### src/rtl/irq_pkg.sv
// irq_pkg: constants shared by the interrupt evaluator and its checker.
// Assumes levels are 5-bit numbers and vectors are 9 bits wide.
package irq_pkg;
    localparam int          IPL_W      = 5;
    localparam int          VEC_W      = 9;
    localparam int          SW_TOP     = 15;
    localparam int          HW_BASE    = 'h14;
    localparam logic [4:0]  HALT_LVL   = 5'h1F;
    localparam logic [4:0]  MEMERR_LVL = 5'h1D;
    localparam logic [8:0]  VEC_KEEP   = 9'h1FC;
    localparam logic [8:0]  MEMERR_VEC = 9'h060;
endpackage

### src/rtl/irq_bank.sv
// irq_bank: pending-request register and vector store for one hardware level.
// Picks the lowest-numbered pending source and forms its vector combinationally.
// Assumes a set and a clear of the same bit in one cycle leave the bit set;
// a bus reset clears every pending bit and beats a set.
module irq_bank
    import irq_pkg::*;
#(
    parameter int NSRC = 32,
    localparam int SRC_W = $clog2(NSRC)
) (
    input  logic             clk,
    input  logic             rst_n,
    input  logic             bus_reset,
    input  logic             set_hit,
    input  logic [SRC_W-1:0] set_src,
    input  logic [VEC_W-1:0] set_base,
    input  logic [VEC_W-1:0] set_frc,
    input  logic             clr_hit,
    output logic [NSRC-1:0]  pend,
    output logic             any,
    output logic [VEC_W-1:0] sel_vec
);
    logic [VEC_W-1:0] base_q [NSRC];
    logic [VEC_W-1:0] frc_q  [NSRC];
    logic [SRC_W-1:0] sel;
    logic [NSRC-1:0]  set_m;
    logic [NSRC-1:0]  clr_m;

    // Select the lowest-numbered pending source (the last match wins).
    always_comb begin
        sel = '0;
        for (int i = NSRC - 1; i >= 0; i--) begin
            if (pend[i]) sel = SRC_W'(i);
        end
    end

    assign any     = |pend;
    assign sel_vec = (base_q[sel] | frc_q[sel]) & (frc_q[sel] | VEC_KEEP);

    // Build one-hot set and clear masks for this cycle.
    always_comb begin
        set_m = '0;
        clr_m = '0;
        if (set_hit)         set_m[set_src] = 1'b1;
        if (clr_hit && any)  clr_m[sel]     = 1'b1;
    end

    // Pending bits: reset and bus reset empty them, set overrides clear.
    always_ff @(posedge clk) begin
        if (!rst_n || bus_reset) pend <= '0;
        else                     pend <= (pend & ~clr_m) | set_m;
    end

    // Capture the vector description of a source whenever it is set.
    always_ff @(posedge clk) begin
        if (set_hit) begin
            base_q[set_src] <= set_base;
            frc_q[set_src]  <= set_frc;
        end
    end
endmodule

### src/rtl/irq_prio.sv
// irq_prio: combinational precedence network. Order: halt pin, memory error
// below its level, hardware levels scanned downward with an early stop at the
// current priority, then software requests above the current priority.
module irq_prio
    import irq_pkg::*;
#(
    parameter int NLVL = 4
) (
    input  logic             halt_in,
    input  logic             mem_flag,
    input  logic [IPL_W-1:0] cur_ipl,
    input  logic [NLVL-1:0]  hw_any,
    input  logic [SW_TOP:1]  sw_req,
    output logic [IPL_W-1:0] lvl
);
    logic stop;

    // Resolve the single winning level for this cycle.
    always_comb begin
        lvl  = '0;
        stop = 1'b0;
        if (halt_in) begin
            lvl = HALT_LVL;
        end else if (mem_flag && (cur_ipl < MEMERR_LVL)) begin
            lvl = MEMERR_LVL;
        end else begin
            for (int i = NLVL - 1; i >= 0; i--) begin
                if (!stop) begin
                    if ((HW_BASE + i) <= int'(cur_ipl)) begin
                        stop = 1'b1;
                    end else if (hw_any[i]) begin
                        lvl  = IPL_W'(HW_BASE + i);
                        stop = 1'b1;
                    end
                end
            end
            if (!stop && (int'(cur_ipl) < SW_TOP)) begin
                for (int k = 1; k <= SW_TOP; k++) begin
                    if (sw_req[k] && (k > int'(cur_ipl))) lvl = IPL_W'(k);
                end
            end
        end
    end
endmodule

### src/rtl/irq_arbiter.sv
// irq_arbiter: top of the interrupt evaluator. Holds one bank per hardware
// level and the memory-error flag, reports the winning level continuously and
// answers an acknowledge with a registered vector one clock later.
// Assumes ack_lvl is stable for the cycle in which ack_vld is high.
module irq_arbiter
    import irq_pkg::*;
#(
    parameter int NLVL = 4,
    parameter int NSRC = 32,
    localparam int LVL_W = $clog2(NLVL),
    localparam int SRC_W = $clog2(NSRC)
) (
    input  logic             clk,
    input  logic             rst_n,
    input  logic             bus_reset,
    input  logic             halt_in,
    input  logic             mem_err_set,
    input  logic [IPL_W-1:0] cur_ipl,
    input  logic [SW_TOP:1]  sw_req,
    input  logic             set_vld,
    input  logic [LVL_W-1:0] set_lvl,
    input  logic [SRC_W-1:0] set_src,
    input  logic [VEC_W-1:0] set_base,
    input  logic [VEC_W-1:0] set_frc,
    input  logic             ack_vld,
    input  logic [IPL_W-1:0] ack_lvl,
    output logic [IPL_W-1:0] irq_lvl,
    output logic             ack_done,
    output logic [VEC_W-1:0] ack_vec
);
    logic [NLVL*NSRC-1:0] pend_flat;
    logic [NLVL-1:0]      bank_any;
    logic [VEC_W-1:0]     bank_vec [NLVL];
    logic                 mem_q;
    logic                 ack_hw;
    logic                 ack_mem;
    logic [LVL_W-1:0]     ack_idx;
    logic [VEC_W-1:0]     vec_nxt;

    // Decode which kind of level the acknowledge targets.
    always_comb begin
        ack_hw  = ack_vld && (int'(ack_lvl) >= HW_BASE) && (int'(ack_lvl) < HW_BASE + NLVL);
        ack_mem = ack_vld && (ack_lvl == MEMERR_LVL);
        ack_idx = LVL_W'(int'(ack_lvl) - HW_BASE);
    end

    for (genvar g = 0; g < NLVL; g++) begin : g_bank
        irq_bank #(.NSRC(NSRC)) u_bank (
            .clk      (clk),
            .rst_n    (rst_n),
            .bus_reset(bus_reset),
            .set_hit  (set_vld && (set_lvl == LVL_W'(g))),
            .set_src  (set_src),
            .set_base (set_base),
            .set_frc  (set_frc),
            .clr_hit  (ack_hw && (ack_idx == LVL_W'(g))),
            .pend     (pend_flat[g*NSRC +: NSRC]),
            .any      (bank_any[g]),
            .sel_vec  (bank_vec[g])
        );
    end

    irq_prio #(.NLVL(NLVL)) u_prio (
        .halt_in (halt_in),
        .mem_flag(mem_q),
        .cur_ipl (cur_ipl),
        .hw_any  (bank_any),
        .sw_req  (sw_req),
        .lvl     (irq_lvl)
    );

    // Memory-error flag: a new error beats a same-cycle acknowledge.
    always_ff @(posedge clk) begin
        if (!rst_n)           mem_q <= 1'b0;
        else if (mem_err_set) mem_q <= 1'b1;
        else if (ack_mem)     mem_q <= 1'b0;
    end

    // Choose the vector the acknowledge returns.
    always_comb begin
        vec_nxt = '0;
        if (ack_hw && bank_any[ack_idx]) vec_nxt = bank_vec[ack_idx];
        else if (ack_mem)                vec_nxt = MEMERR_VEC;
    end

    // Register the acknowledge result for one-clock completion.
    always_ff @(posedge clk) begin
        if (!rst_n) begin
            ack_done <= 1'b0;
            ack_vec  <= '0;
        end else begin
            ack_done <= ack_vld;
            if (ack_vld) ack_vec <= vec_nxt;
        end
    end
endmodule

### config.mk
export PLATFORM = sky130hd
export DESIGN_NAME = irq_arbiter
export DESIGN_NICKNAME = d
export VERILOG_FILES = /design/src/rtl/irq_pkg.sv /design/src/rtl/irq_bank.sv /design/src/rtl/irq_prio.sv /design/src/rtl/irq_arbiter.sv
export SDC_FILE = /design/constraint.sdc
export NUM_CORES = 2
export LEC_CHECK = 0
export ABC_CLOCK_PERIOD_IN_PS = 4400
export BUFFER_PORTS_ARGS = -buffer_cell sky130_fd_sc_hd__buf_4
export CAP_MARGIN = 15
export CORE_AREA = 2 2 521 420
export DETAILED_ROUTE_END_ITERATION = 8
export DIE_AREA = 0 0 523 422
export GPL_ROUTABILITY_DRIVEN = 0
export SYNTH_ARGS = -nofsm -noshare
export SYNTH_HDL_FRONTEND = slang
export SYNTH_SLANG_ARGS = --single-unit
### constraint.sdc
create_clock -name clk -period 4.4 [get_ports clk]
set_input_delay 0.88 -clock clk [delete_from_list [all_inputs] [get_ports clk]]
set_output_delay 0.88 -clock clk [all_outputs]
set_load 0.03 [all_outputs]
Word-level counts from Yosys, hierarchy flattened
Memories as Yosys holds them, arrays and structs flattened.
Index checks and enable logic that the tools add are counted.

word-level totals
  memories kept = 8
  flip-flop bits (word level) = 139
  output and inout bits = 15
  memory bits (read-only) = 0
  bits in latches = 0
  word-level logic and storage cells = 340
  input bits = 57
  RAM bits = 2,304

memories
  name                     words  width  read ports  clocked after memory_dff  write ports  RTL line        RTL
  g_bank[0].u_bank.base_q  32     9      1           0                         1            irq_bank.sv:23  logic [VEC_W-1:0] base_q [NSRC];
  g_bank[0].u_bank.frc_q   32     9      1           0                         1            irq_bank.sv:24  logic [VEC_W-1:0] frc_q [NSRC];
  g_bank[1].u_bank.base_q  32     9      1           0                         1            irq_bank.sv:23
  g_bank[1].u_bank.frc_q   32     9      1           0                         1            irq_bank.sv:24
  g_bank[2].u_bank.base_q  32     9      1           0                         1            irq_bank.sv:23
  g_bank[2].u_bank.frc_q   32     9      1           0                         1            irq_bank.sv:24
  2 more memories          --     --     --          --                        --           --

cells by class
  divide/modulo/power cells = 0
  order comparisons = 35
  $add $sub $neg = 1
  shift-type cells = 0
  muxes and demuxes = 213
  equal/unequal tests = 7
  reduce and logical (&&, ||, !) cells = 48
  multiply operators = 0
  bitwise gates (word level) = 21

operators with widths
  kind                  number
  $mux W5               159
  $mux W32              8
  $and A32 B32 Y32      4
  $not A32 Y32          4
  $or A32 B32 Y32       4
  $reduce_or A32 Y1     4
  $gt A4 B5 Y1 const A  8
  $logic_and A1 B1 Y1   38
  $and A9 B9 Y9         4
  $or A9 B9 Y9          4
  $mux W1               35
  $lt A5 B6 Y1 const B  5
  $mux W9               3
  $demux W1 S5          5
  $ge A5 B1 Y1 const B  5
  $gt A3 B5 Y1 const A  4
  $le A5 B5 Y1 const A  4
  $bmux W9 S2           1
  $gt A2 B5 Y1 const A  2
  $lt A5 B5 Y1 const B  2
  $eq A2 B2 Y1 const B  4
  $mux W7               1
  $eq A5 B5 Y1 const B  1
  $ge A5 B5 Y1 const B  1
  12 further kinds      15

Logic depth before layout (Yosys ltp)
  depth after elaboration = 40
  mapped depth = 15
  gate-level depth less buffers = 11

Cells and area by module
A second synthesis with hierarchy kept.

second synthesis, totals
  cells, all modules = 5,958
  area total of the unflattened synthesis = 85,942.4 um2

modules (own cells, without submodules)
  module       sequential area each (um2)  times used  cells each  area each (um2)
  irq_bank     16,015.4                    4           1,450       21,164.0
  irq_arbiter  220.2                       1           72          757.0
  irq_prio     0.0                         1           86          529.3

Worst setup path before layout
OpenSTA, ideal clock, no wires.

  path kind = flip-flop to output port
  start point = register g_bank[2].u_bank.pend[11]
  end point = output port irq_lvl[0]
  data required time = 3.520 ns
  slack = 0.545 ns
  path buffers = 0
  data arrival time = 2.975 ns
  stages on the path, launching flop included = 12
  path through = dfxtp_1 > nor4_1 > nand4_1 > nor4_1 > nand3_1 > o22ai_1 > o21ai_0 > a21oi_1 > o32ai_1 > nand2_1 > a21oi_1 > o31ai_1

between the ends
  word-level cells in the longest chain between the ends = 28

ends and longest elaborated chain
  what                                       RTL line                        RTL
  start, declared                            irq_bank.sv:19                  output logic [NSRC-1:0] pend,
  start signal, assigned                     irq_bank.sv:51                  else pend <= (pend & ~clr_m) | set_m;
  $reduce_or A32 Y1 (*)                      irq_bank.sv:37                  assign any = |pend;
  $mux W5 / $mux W1 (equally long branches)  irq_prio.sv:31                  end else if (hw_any[i]) begin
  $mux W5 / $mux W1 (equally long branches)  irq_prio.sv:29                  if ((HW_BASE + i) <= int'(cur_ipl)) begin
  $mux W5 / $mux W1 (equally long branches)  irq_prio.sv:28                  if (!stop) begin
  $mux W5 / $mux W1 (equally long branches)  irq_prio.sv:31, irq_prio.sv:24
  $mux W5 / $mux W1 (equally long branches)  irq_prio.sv:29, irq_prio.sv:22
  $mux W5 / $mux W1 (equally long branches)  irq_prio.sv:28
  $mux W5 / $mux W1 (equally long branches)  irq_prio.sv:31, irq_prio.sv:24
  $mux W5 / $mux W1 (equally long branches)  irq_prio.sv:29, irq_prio.sv:22
  $mux W5                                    irq_prio.sv:28
  $mux W5 (15 in a row)                      irq_prio.sv:39                  if (sw_req[k] && (k > int'(cur_ipl))) lvl = IPL_W'(k);
  $mux W5 (*)                                irq_prio.sv:37                  if (!stop && (int'(cur_ipl) < SW_TOP)) begin
  $mux W5 (*)                                irq_prio.sv:24                  end else if (mem_flag && (cur_ipl < MEMERR_LVL)) begin
  $mux W5 (*)                                irq_prio.sv:22                  if (halt_in) begin
  end, declared                              irq_arbiter.sv:27               output logic [IPL_W-1:0] irq_lvl,

Every way passes the cells marked *; elsewhere a longest branch is shown, timed or not. The select of a mux whose other input is x is not followed.

Worst setup path in the final report
  start point = register g_bank[2].u_bank.pend[12]
  end point = output port irq_lvl[0]

Same word-level chain as after synthesis.

==> impl_metrics.env <==
export IMPL_rsz0062_at_grt="true"
export IMPL_die_area_um2=221000
export IMPL_run_status="finished, final reports clean"
export IMPL_cts_max_path_buffers=3
export IMPL_ctsRootBufferMaster="clkbuf_16"
export IMPL_seq_area_frac_synth_pct=75.0
export IMPL_start_util_pct=39.7
export IMPL_final_net_count=6601
export IMPL_drtIter0Drc=8978
export IMPL_finalPower_w=0.0414
export IMPL_path_buf_inv=2
export IMPL_worst_setup_path_end_kind="output pin"
export IMPL_pre_cts_ws_ps=153
export IMPL_syn_cell_area_um2=85700
export IMPL_synth_top_area_share_pct=71.7
export IMPL_fin_ws_ps=32.0
export IMPL_routed_wirelength_mm=276
export IMPL_cp_top_family="simple AND/OR/NAND/NOR gates"
export IMPL_p_leak_nw=33.5
export IMPL_peakVddDrop_uv=343
export IMPL_crit_path_max_fanout=5
export IMPL_ios=72
export IMPL_skew_ps=30.7
export IMPL_synthArstFlopShare_pct=0
export IMPL_ys_flop_type="edfxtp_1"
export IMPL_yosysWarnings=0
export IMPL_power_density_nw_per_um2=418
export IMPL_num_rows=153
export IMPL_worstPathRequired_ps=3520
export IMPL_routed_via_density=5.99
export IMPL_hp_class="input port to flop"
export IMPL_drc=0
export IMPL_ys_types=87
export IMPL_route_detailed_wl_per_inst_um=28.8
export IMPL_insertion_delay_ps=840
export IMPL_slew_headroom_pct=17.5
export IMPL_synth_top_area_cell="edfxtp_1"
export IMPL_clk_pin_slew_worst_paths_ps=60
export IMPL_syn_mean_instance_area_um2=13.9
export IMPL_final_layout_size_suffix_gt1_share_pct=13.7
export IMPL_whs_ps=273
export IMPL_cts_tree="done"
export IMPL_finalInstanceArea_um2=99000
export IMPL_max_stage_delay_ps=360
export IMPL_ys_top_cells_by_count="edfxtp_1, nand2_1, nor2_1"
export IMPL_vias=57500
export IMPL_drt_first_pass_iters=8
export IMPL_post_route_period_util_pct=99.3
export IMPL_period_needed_ps=4370
export IMPL_syn_nets=6204
export IMPL_cp_arrival_ps=3490
export IMPL_cts_made_buffers=200
export IMPL_synth_edff_count=2048
export IMPL_grt_overflow_total=0
export IMPL_critPathLaunchType="flop"
export IMPL_first_global_vias=53100
export IMPL_final_setup_viol_count=0
export IMPL_hpwl_mm=173
export IMPL_cp_slowest_cell="dfxtp_2"
export IMPL_cts_htree_levels=4
export IMPL_place_area_um2=92200
export IMPL_cts_hold_buf=0
export IMPL_syn_to_final_growth_pct=15.4
export IMPL_numPortBuffers=69
export IMPL_core_area_um2=216000
export IMPL_slew_viol_final=0
export IMPL_syn_inst=6147
export IMPL_path_class="flop to output pin"
export IMPL_grt_first_pass_wirelength_mm=391
export IMPL_grt_use_total_pct=24.5
export IMPL_antenna_found_initial=23
export IMPL_synthTopCellsByArea="edfxtp_1, nand2_1, dfxtp_1"
export IMPL_clock_sinks=2187
export IMPL_post_synth_top_count_cell="edfxtp_1"
export IMPL_tightest_slew_ps=1240
export IMPL_synth_seq_cells=2187
export IMPL_hold_viol_final=0
export IMPL_utilization_pct=45.9
export IMPL_crit_path_cell_trace="nor4_4 -> nand4_1 -> nor4_4 -> buf_6 -> nand3_2 -> o22ai_2 -> o21ai_2 -> a21oi_2 -> o32ai_2 -> nand2_1 -> a21oi_2 -> o31ai_1 -> buf_4"
export IMPL_die_x_um=523
export IMPL_max_cap_violations=0
export IMPL_grt_max_degree=129
export IMPL_dieHeight_um=422
export IMPL_max_freq_ghz=0.229
export IMPL_drtAntennaViolNets=0
## report_power, final
part,internal (W),total (W),leakage (nW),switching [W]
combinational,0.000368,0.00147,10.9,0.00110
clock,0.00937,0.0171,3.13,0.00776
sequential,0.0228,0.0228,19.5,0.0000219
total,0.0325,0.0414,33.5,0.00888
## final timing paths
check	from	slack, ps	endpoint	depth (start not counted)
setup reg to reg	g_bank[2].u_bank.pend[20]$_SDFF_PP0_	90	ack_vec[7]$_SDFFE_PN0P_	12
hold reg to reg	g_bank[3].u_bank.pend[30]$_SDFF_PP0_	510	g_bank[3].u_bank.pend[30]$_SDFF_PP0_	2
hold / removal	mem_err_set	270	mem_q$_SDFFE_PN0P_	3
setup / recovery	g_bank[2].u_bank.pend[12]$_SDFF_PP0_	30	irq_lvl[0]	13
## kinds of logic (layout without fill, tap and decap cells)
family / count (synthesis) / count (layout) / share of synthesized area (%)
other: 0 / 7 / 0
buffers and inverters: 440 / 1008 / 2.19
multiplexers: 195 / 195 / 2.50
AO/OA/AOI/OAI: 1102 / 1102 / 8.73
flip-flops: 2187 / 2187 / 75.0
AND/OR/NAND/NOR: 2223 / 2223 / 11.6
## sequential cells by signal (all words and copies together) (netlist names)
signal and cells:
ack_done 1, ack_vec 9, g_bank.u_bank.base_q 896, g_bank.u_bank.frc_q 1152
g_bank.u_bank.pend 128, mem_q 1
## timing repair
action	in CTS	in global routing
resized for setup	33	33
buffers inserted	5	13
pin swaps	4	23
setup endpoints to repair	4	7
gates cloned	0	0
## worst register-to-register path, delay by kind of cell (launching register included)
kind | cells | cell delay (ps)
AO/OA/AOI/OAI | 8 | 2670
AND/OR/NAND/NOR | 3 | 870
flip-flops | 1 | 350
buffers and inverters | 1 | 320
## routing by layer
| metal | track usage (%) | vias up | wire length, µm |
|---|---|---|---|
| met5 | 0 | - | 73 |
| met4 | 7.70 | 10 | 8430 |
| met3 | 4.99 | 470 | 33700 |
| met2 | 34.7 | 3523 | 118000 |
| met1 | 37.5 | 29100 | 116000 |
| li1 | - | 24400 | - |
## through the flow
step,instances,TNS [ps]
3_3_place_gp,9190,0
4_1_cts,9569,0
5_1_grt,9585,-301
6_report,9589,0
2_1_floorplan,6147,0
3_5_place_dp,9191,0
## cell type report
type / count / area (µm²)
Fill cell: 18800 / 117000
Antenna cell: 7 / 17.5
Clock buffer: 258 / 5410
Timing Repair Buffer: 484 / 4130
Clock inverter: 115 / 898
Inverter: 151 / 567
Multi-Input combinational cell: 3520 / 20100
Sequential cell: 2187 / 64300
Tap cell: 2867 / 3590
## placed cells by master (no fill, tap or decap), drive strengths merged, types with 22 or more instances in the layout
cell	n
edfxtp	2048
nand2	1117
buf	484
nor2	289
clkbuf	258
a21oi	252
nand3	239
o21ai	230
nor3	200
mux2i	168
inv	159
dfxtp	139
clkinv	94
a31oi	87
or3	82
o311ai	80
and3	61
nor4	61
o22ai	55
a311oi	45
a32oi	45
nand4	44
a221oi	41
nor2b	23
nand2b	23
or4	23
o31ai	22
Note: power is estimated with default switching activity, not from simulation.
